### src/rtl/pacc_pkg.sv
package pacc_pkg;
  localparam int BUS_W  = 8;
  localparam int ADDR_W = 2;

  localparam logic [ADDR_W-1:0] A_CTRL  = 2'd0;
  localparam logic [ADDR_W-1:0] A_COUNT = 2'd1;
  localparam logic [ADDR_W-1:0] A_FLAGS = 2'd2;

  localparam int B_EN   = 6;
  localparam int B_MODE = 5;
  localparam int B_POL  = 4;

  localparam int F_OVF  = 0;
  localparam int F_EDGE = 1;

  typedef struct packed {
    logic       en;
    logic       gated;
    logic       pol;
    logic [2:0] spare;
  } ctrl_t;
endpackage

### src/rtl/pacc_insync.sv
module pacc_insync #(
  parameter int STAGES = 2
) (
  input  logic clk,
  input  logic rst,
  input  logic din,
  output logic level_o,
  output logic rise_o,
  output logic fall_o
);
  logic [STAGES-1:0] chain_q;
  logic              prev_q;

  generate
    if (STAGES == 1) begin : g_one
      always_ff @(posedge clk) begin
        if (rst) chain_q <= '0;
        else     chain_q <= din;
      end
    end else begin : g_many
      always_ff @(posedge clk) begin
        if (rst) chain_q <= '0;
        else     chain_q <= {chain_q[STAGES-2:0], din};
      end
    end
  endgenerate

  always_ff @(posedge clk) begin
    if (rst) prev_q <= 1'b0;
    else     prev_q <= chain_q[STAGES-1];
  end

  assign level_o = chain_q[STAGES-1];
  assign rise_o  = chain_q[STAGES-1] & ~prev_q;
  assign fall_o  = ~chain_q[STAGES-1] & prev_q;


  fall_follows_high_chk: assert property (@(posedge clk) disable iff (rst)
    fall_o |-> $past(level_o));
endmodule

### src/rtl/pacc_prescaler.sv
module pacc_prescaler #(
  parameter int DIV = 64
) (
  input  logic clk,
  input  logic rst,
  output logic tick_o
);
  localparam int PW = (DIV > 1) ? $clog2(DIV) : 1;
  localparam logic [PW-1:0] LAST = PW'(DIV - 1);

  logic [PW-1:0] div_q;

  always_ff @(posedge clk) begin
    if (rst)               div_q <= '0;
    else if (div_q == LAST) div_q <= '0;
    else                   div_q <= div_q + 1'b1;
  end

  assign tick_o = (div_q == LAST);


  tick_spacing_chk: assert property (@(posedge clk) disable iff (rst)
    tick_o |=> !tick_o);
endmodule

### src/rtl/pacc_counter.sv
module pacc_counter #(
  parameter int CNT_W = 8
) (
  input  logic             clk,
  input  logic             rst,
  input  logic             wr_i,
  input  logic [CNT_W-1:0] wdata_i,
  input  logic             inc_i,
  output logic [CNT_W-1:0] cnt_o,
  output logic             wrap_o
);
  localparam logic [CNT_W-1:0] TOP = '1;

  logic [CNT_W-1:0] cnt_q;

  // Count holds its value through reset by design.
  always_ff @(posedge clk) begin
    if (wr_i)       cnt_q <= wdata_i;
    else if (inc_i) cnt_q <= cnt_q + 1'b1;
  end

  assign cnt_o  = cnt_q;
  assign wrap_o = inc_i & ~wr_i & (cnt_q == TOP);


  write_priority_chk: assert property (@(posedge clk) disable iff (rst)
    wr_i |=> (cnt_q == $past(wdata_i)));
endmodule

### src/rtl/pacc_regs.sv
module pacc_regs
  import pacc_pkg::*;
#(
  parameter int CNT_W = 8
) (
  input  logic              clk,
  input  logic              rst,
  input  logic [ADDR_W-1:0] addr_i,
  input  logic              we_i,
  input  logic [BUS_W-1:0]  wdata_i,
  input  logic [CNT_W-1:0]  cnt_i,
  input  logic              ovf_set_i,
  input  logic              edge_set_i,
  output ctrl_t             ctrl_o,
  output logic              cnt_we_o,
  output logic              ovf_o,
  output logic              edge_o,
  output logic [BUS_W-1:0]  rdata_o
);
  ctrl_t            ctrl_q;
  logic             ovf_q, edge_q;
  logic             flag_wr;
  logic [BUS_W-1:0] rd_next;

  assign flag_wr  = we_i && (addr_i == A_FLAGS);
  assign cnt_we_o = we_i && (addr_i == A_COUNT);

  always_ff @(posedge clk) begin
    if (rst) begin
      ctrl_q <= '0;
    end else if (we_i && addr_i == A_CTRL) begin
      ctrl_q.en    <= wdata_i[B_EN];
      ctrl_q.gated <= wdata_i[B_MODE];
      ctrl_q.pol   <= wdata_i[B_POL];
      ctrl_q.spare <= wdata_i[2:0];
    end
  end

  always_ff @(posedge clk) begin
    if (rst) begin
      ovf_q  <= 1'b0;
      edge_q <= 1'b0;
    end else begin
      ovf_q  <= (ovf_q  & ~(flag_wr & wdata_i[F_OVF]))  | ovf_set_i;
      edge_q <= (edge_q & ~(flag_wr & wdata_i[F_EDGE])) | edge_set_i;
    end
  end

  always_comb begin
    rd_next = '0;
    case (addr_i)
      A_CTRL: begin
        rd_next[B_EN]   = ctrl_q.en;
        rd_next[B_MODE] = ctrl_q.gated;
        rd_next[B_POL]  = ctrl_q.pol;
        rd_next[2:0]    = ctrl_q.spare;
      end
      A_COUNT: rd_next[CNT_W-1:0] = cnt_i;
      A_FLAGS: begin
        rd_next[F_OVF]  = ovf_q;
        rd_next[F_EDGE] = edge_q;
      end
      default: rd_next = '0;
    endcase
  end

  always_ff @(posedge clk) begin
    if (rst) rdata_o <= '0;
    else     rdata_o <= rd_next;
  end

  assign ctrl_o = ctrl_q;
  assign ovf_o  = ovf_q;
  assign edge_o = edge_q;


  ctrl_hole_chk: assert property (@(posedge clk) disable iff (rst)
    (addr_i == A_CTRL) |=> (rdata_o[7] == 1'b0 && rdata_o[3] == 1'b0));

  ovf_clear_chk: assert property (@(posedge clk) disable iff (rst)
    (flag_wr && wdata_i[F_OVF] && !ovf_set_i) |=> !ovf_o);

  empty_addr_chk: assert property (@(posedge clk) disable iff (rst)
    (addr_i == 2'd3) |=> (rdata_o == '0));
endmodule

### src/rtl/pacc_top.sv
module pacc_top
  import pacc_pkg::*;
#(
  parameter int CNT_W       = 8,
  parameter int SYNC_STAGES = 2,
  parameter int PRESCALE    = 64
) (
  input  logic              clk,
  input  logic              rst,
  input  logic [ADDR_W-1:0] bus_addr,
  input  logic              bus_we,
  input  logic [BUS_W-1:0]  bus_wdata,
  output logic [BUS_W-1:0]  bus_rdata,
  input  logic              pa_pin,
  output logic              ovf_flag,
  output logic              edge_flag
);
  ctrl_t            ctrl;
  logic             pin_lvl, pin_rise, pin_fall;
  logic             tick;
  logic             cnt_we, inc, wrap, active_edge, gate_open, edge_set;
  logic [CNT_W-1:0] cnt;

  pacc_insync #(.STAGES(SYNC_STAGES)) sync_i (
    .clk(clk), .rst(rst), .din(pa_pin),
    .level_o(pin_lvl), .rise_o(pin_rise), .fall_o(pin_fall)
  );

  pacc_prescaler #(.DIV(PRESCALE)) presc_i (
    .clk(clk), .rst(rst), .tick_o(tick)
  );

  // Polarity picks the counted edge in event mode; in gated mode the same
  // edge is the pin entering its holding level, i.e. the gate closing.
  assign active_edge = ctrl.pol ? pin_rise : pin_fall;
  assign gate_open   = pin_lvl ^ ctrl.pol;

  assign inc = ctrl.en & (ctrl.gated ? (gate_open & tick) : active_edge);
  assign edge_set = ctrl.en & active_edge;

  pacc_counter #(.CNT_W(CNT_W)) cnt_i (
    .clk(clk), .rst(rst), .wr_i(cnt_we), .wdata_i(bus_wdata[CNT_W-1:0]),
    .inc_i(inc), .cnt_o(cnt), .wrap_o(wrap)
  );

  pacc_regs #(.CNT_W(CNT_W)) regs_i (
    .clk(clk), .rst(rst), .addr_i(bus_addr), .we_i(bus_we),
    .wdata_i(bus_wdata), .cnt_i(cnt), .ovf_set_i(wrap), .edge_set_i(edge_set),
    .ctrl_o(ctrl), .cnt_we_o(cnt_we), .ovf_o(ovf_flag), .edge_o(edge_flag),
    .rdata_o(bus_rdata)
  );


  idle_hold_chk: assert property (@(posedge clk) disable iff (rst)
    (!ctrl.en && !cnt_we) |=> $stable(cnt));

  ovf_rise_chk: assert property (@(posedge clk) disable iff (rst)
    $rose(ovf_flag) |-> ($past(cnt) == '1 && cnt == '0));

  edge_rise_chk: assert property (@(posedge clk) disable iff (rst)
    $rose(edge_flag) |-> $past(ctrl.en));
endmodule

### config.mk
export PLATFORM = sky130hd
export DESIGN_NAME = pacc_top
export DESIGN_NICKNAME = d
export VERILOG_FILES = /design/src/rtl/pacc_pkg.sv /design/src/rtl/pacc_insync.sv /design/src/rtl/pacc_prescaler.sv /design/src/rtl/pacc_counter.sv /design/src/rtl/pacc_regs.sv /design/src/rtl/pacc_top.sv
export SDC_FILE = /design/constraint.sdc
export NUM_CORES = 1
export LEC_CHECK = 0
export BUFFER_PORTS_ARGS = -buffer_cell sky130_fd_sc_hd__buf_2
export CAP_MARGIN = 0
export CORE_MARGIN = 2
export CORE_UTILIZATION = 49
export DETAILED_ROUTE_END_ITERATION = 10
export PLACE_DENSITY = 0.73
export SLEW_MARGIN = 20
export SYNTH_ARGS = -nofsm -noshare
export SYNTH_HDL_FRONTEND = slang
export SYNTH_SLANG_ARGS = --single-unit
### constraint.sdc
create_clock -name clk -period 1.8 [get_ports clk]
set_clock_uncertainty 0.2 [all_clocks]
set_input_delay 0.36 -clock clk [delete_from_list [all_inputs] [get_ports clk]]
set_output_delay 0.36 -clock clk [all_outputs]
set_load 0.02 [all_outputs]
==> flow_summary_export.csv <==
group,metric,value,unit
worst_setup_path,cpPeakStageDelay,0.34,ns
route,first_pass_iters,4,
power_and_ir_drop,peakVddDrop,0.000570,V
clock_network,cts_sinks,33,
sta,period_share,93.9,%
clock_network,clk_latency,0.33,ns
layout,fin_area,0.00164,mm2
sta,period_needed,1.69,ns
sta,finalSetupViolations,0,
logic_synthesis,synthFlopType,"dfxtp_1",
worst_setup_path,critPathLaunchType,"register",
power_and_ir_drop,pwr-share-seq,61.5,%
power_and_ir_drop,cellPowerDensity,794,mW/mm2
worst_setup_path,cp.arrival,1.54,ns
worst_setup_path,crit_required,1.64,ns
worst_setup_path,critPathSlowestCell,"dfxtp_1",
layout,layout_common_cells,"nor2_1 (28), dfxtp_1 (25), buf_2 (23)",
layout,final_common_cell,"nor2_1",
route,wire_per_inst,13.3,um
worst_setup_path,endpoint,"cnt_i.cnt_o[5]$_DFFE_PP_",
clock_network,clockRootBuffer,"clkbuf_4",
route,viasPerCell,5.30,
route,drtAntennaViolNets,0,
floorplanning,fp-row-count,19,
sta,worst_pin_slew,0.412,ns
sta,slew_headroom,72.5,%
worst_setup_path,path_max_fanout,8,
sta,rsz0062_at_grt,"no",
outcome,status,"finished clean",
logic_synthesis,syn_nets,156,
worst_setup_path,startpoint,"presc_i.div_q[0]$_SDFF_PP0_",
worst_setup_path,critPathCaptureType,"register",
layout,n_antenna_cell,0,
placed_design,io_buffers,23,
floorplanning,num_io_pins,24,
sta,slew_violations,0,
power_and_ir_drop,combinationalPowerShare,9.8,%
power_and_ir_drop,switching_power,0.319,mW
worst_hold_path,holdCritPathClass,"input pin to register",
layout,nets,186,
worst_setup_path,ff2ff_path_depth,5,
worst_setup_path,critPathKind,"register to register",
global_routing,grt_remaining_overflow,0,
power_and_ir_drop,leakagePower,0.680,nW
layout,utilization,59.5,%
logic_synthesis,syn-cell-area,0.00141,mm2
power_and_ir_drop,power_switching_share,24.5,%
worst_setup_path,r2r-start,"presc_i.div_q[0]$_SDFF_PP0_",
logic_synthesis,syn_area_per_cell,10.1,um2
worst_setup_path,reg2reg_to,"cnt_i.cnt_o[5]$_DFFE_PP_",
layout,regArea,741,um2
layout,multi_input_area,651,um2
clock_network,cts_buffer_depth,2,
placed_design,dp_cells,194,
global_routing,grt_pass1_vias,1026,
placed_design,gp_congestion,0.775,
floorplanning,die_h,57.7,um
clock_network,h-tree-depth,2,
sta,tns,0,ns
floorplanning,die_w,57.7,um
logic_synthesis,synthCells,140,
layout,layout-drive-gt1-share,22.2,%
sta,fmax,592,MHz
sta,final_hold_viol_count,0,
route,drc,0,
power_and_ir_drop,internal-power,0.983,mW
logic_synthesis,async_flop_share,0,%
layout,instances_no_fill,202,
placed_design,post-place-ws,-0.0880,ns
clock_network,postCtsSetupBuffers,0,
logic_synthesis,yosysUniqueCellTypes,27,
layout,area_delta_synth_final,16.1,%
job,maxCapViolCount,0,
floorplanning,start_util,51.2,%
route,routed-via-count,1070,
logic_synthesis,ys.warnings.count,0,
placed_design,post-dp-hpwl,2.02,mm
global_routing,track_usage,18.9,%
power_and_ir_drop,power,1.30,mW
logic_synthesis,ys_seq_elements,33,
floorplanning,dieArea,0.00333,mm2
global_routing,grt_max_degree,23,
floorplanning,fp.coreArea,0.00276,mm2
worst_setup_path,crit_chain,"ha_1 -> and3_1 -> nand3_1 -> o32a_1 -> nand2_4",
power_and_ir_drop,clkPwrFrac,28.7,%
clock_network,cts_buffers,5,
logic_synthesis,synth-edff-count,8,
clock_network,cts_hold_buf,0,
logic_synthesis,seq_area_frac_synth,52.4,%
sta,whs,0.0321,ns
route,wl,2.70,mm
global_routing,antenna_found_initial,0,
route,drt_iter0_drc,29,
global_routing,grt_pass1_wl,4.66,mm
sta,setup_ws,0.110,ns
clock_network,clk_pin_slew_worst_paths,0.09,ns
worst_setup_path,reg2reg_setup_slack,0.11,ns
placed_design,dpl_cell_area,0.00158,mm2
layout,fill_cells,241,
clock_network,cts_tree,"built",
[cells in the mapped netlist (4+ instances only)]
| cell type | number | area, um2 |
|---|---|---|
| nor2_1 | 28 | 105 |
| dfxtp_1 | 25 | 500 |
| a21oi_1 | 12 | 60.1 |
| mux2i_1 | 11 | 110 |
| edfxtp_1 | 8 | 240 |
| nand3_1 | 6 | 30.0 |
| xnor2_1 | 6 | 52.6 |
| nor2b_1 | 5 | 31.3 |
| xor2_1 | 5 | 43.8 |
| nand2_1 | 4 | 15.0 |
| nor3_1 | 4 | 20.0 |
[critical path, delay by kind of cell (launching register included)]
family,cells,cell delay (ns)
DFF,1,0.34
adders and majority gates,1,0.19
and+or+nand+nor,3,0.45
AOI/OAI and AO/OA,1,0.23
[cells by family after synthesis]
kind of cell	Yosys count	share of synthesized area, %
AOI/OAI and AO/OA	14	5.85
adders and majority gates	2	1.77
and+or+nand+nor	61	22.5
DFF	33	52.4
buffers and inverters	7	2.04
muxes	12	8.59
xor gates and xnor gates	11	6.82
[flip-flops by register name, indices dropped and copies added (netlist names)]
signal / cells
cnt_i.cnt_o: 8
presc_i.div_q: 6
regs_i.ctrl_o: 6
regs_i.edge_o: 1
regs_i.ovf_o: 1
regs_i.rdata_o: 8
sync_i.chain_q: 2
sync_i.prev_q: 1
[what timing repair did]
action,CTS,global route
setup endpoints to repair,8,8
gates resized for setup,1,1
pin swaps,0,2
[per-layer routing]
layer | up-vias | track usage [%] | share of wire (%)
li1 | 546 | - | -
met5 | - | 0 | 0
met4 | 0 | 6.98 | 1.6
met2 | 24 | 28.4 | 47
met1 | 494 | 25.1 | 46
met3 | 6 | 6.92 | 5.9
[worst min-delay path by stage]
stage | from | end | slack (ns) | cells past startpoint
floorplan | sync_i.chain_q[0]$_SDFF_PP0_ | sync_i.chain_q[1]$_SDFF_PP0_ | 0.21 | 1
global placement | sync_i.chain_q[0]$_SDFF_PP0_ | sync_i.chain_q[1]$_SDFF_PP0_ | 0.23 | 1
detailed placement | sync_i.chain_q[0]$_SDFF_PP0_ | sync_i.chain_q[1]$_SDFF_PP0_ | 0.25 | 1
CTS | pa_pin | sync_i.chain_q[0]$_SDFF_PP0_ | 0.03 | 2
global route | pa_pin | sync_i.chain_q[0]$_SDFF_PP0_ | 0.04 | 2
finish | pa_pin | sync_i.chain_q[0]$_SDFF_PP0_ | 0.03 | 2
[area by class of cell]
type	count	share of cell area, %
Sequential cell	33	45.2
Multi-Input combinational cell	100	39.7
Timing Repair Buffer	28	9.31
Tap cell	31	2.36
Clock buffer	5	2.29
Clock inverter	3	0.763
Inverter	2	0.458
[power by group through the flow]
stage               Sequential [mW]  Combinational [mW]  Clock (mW)
CTS                           0.801               0.128       0.383
detailed placement            0.818               0.127           0
global route                  0.804               0.145       0.417
floorplan                     0.821              0.0737           0
global placement              0.816               0.122           0
finish                        0.801               0.128       0.374
No activity file was read; power rests on OpenSTA's default activity.
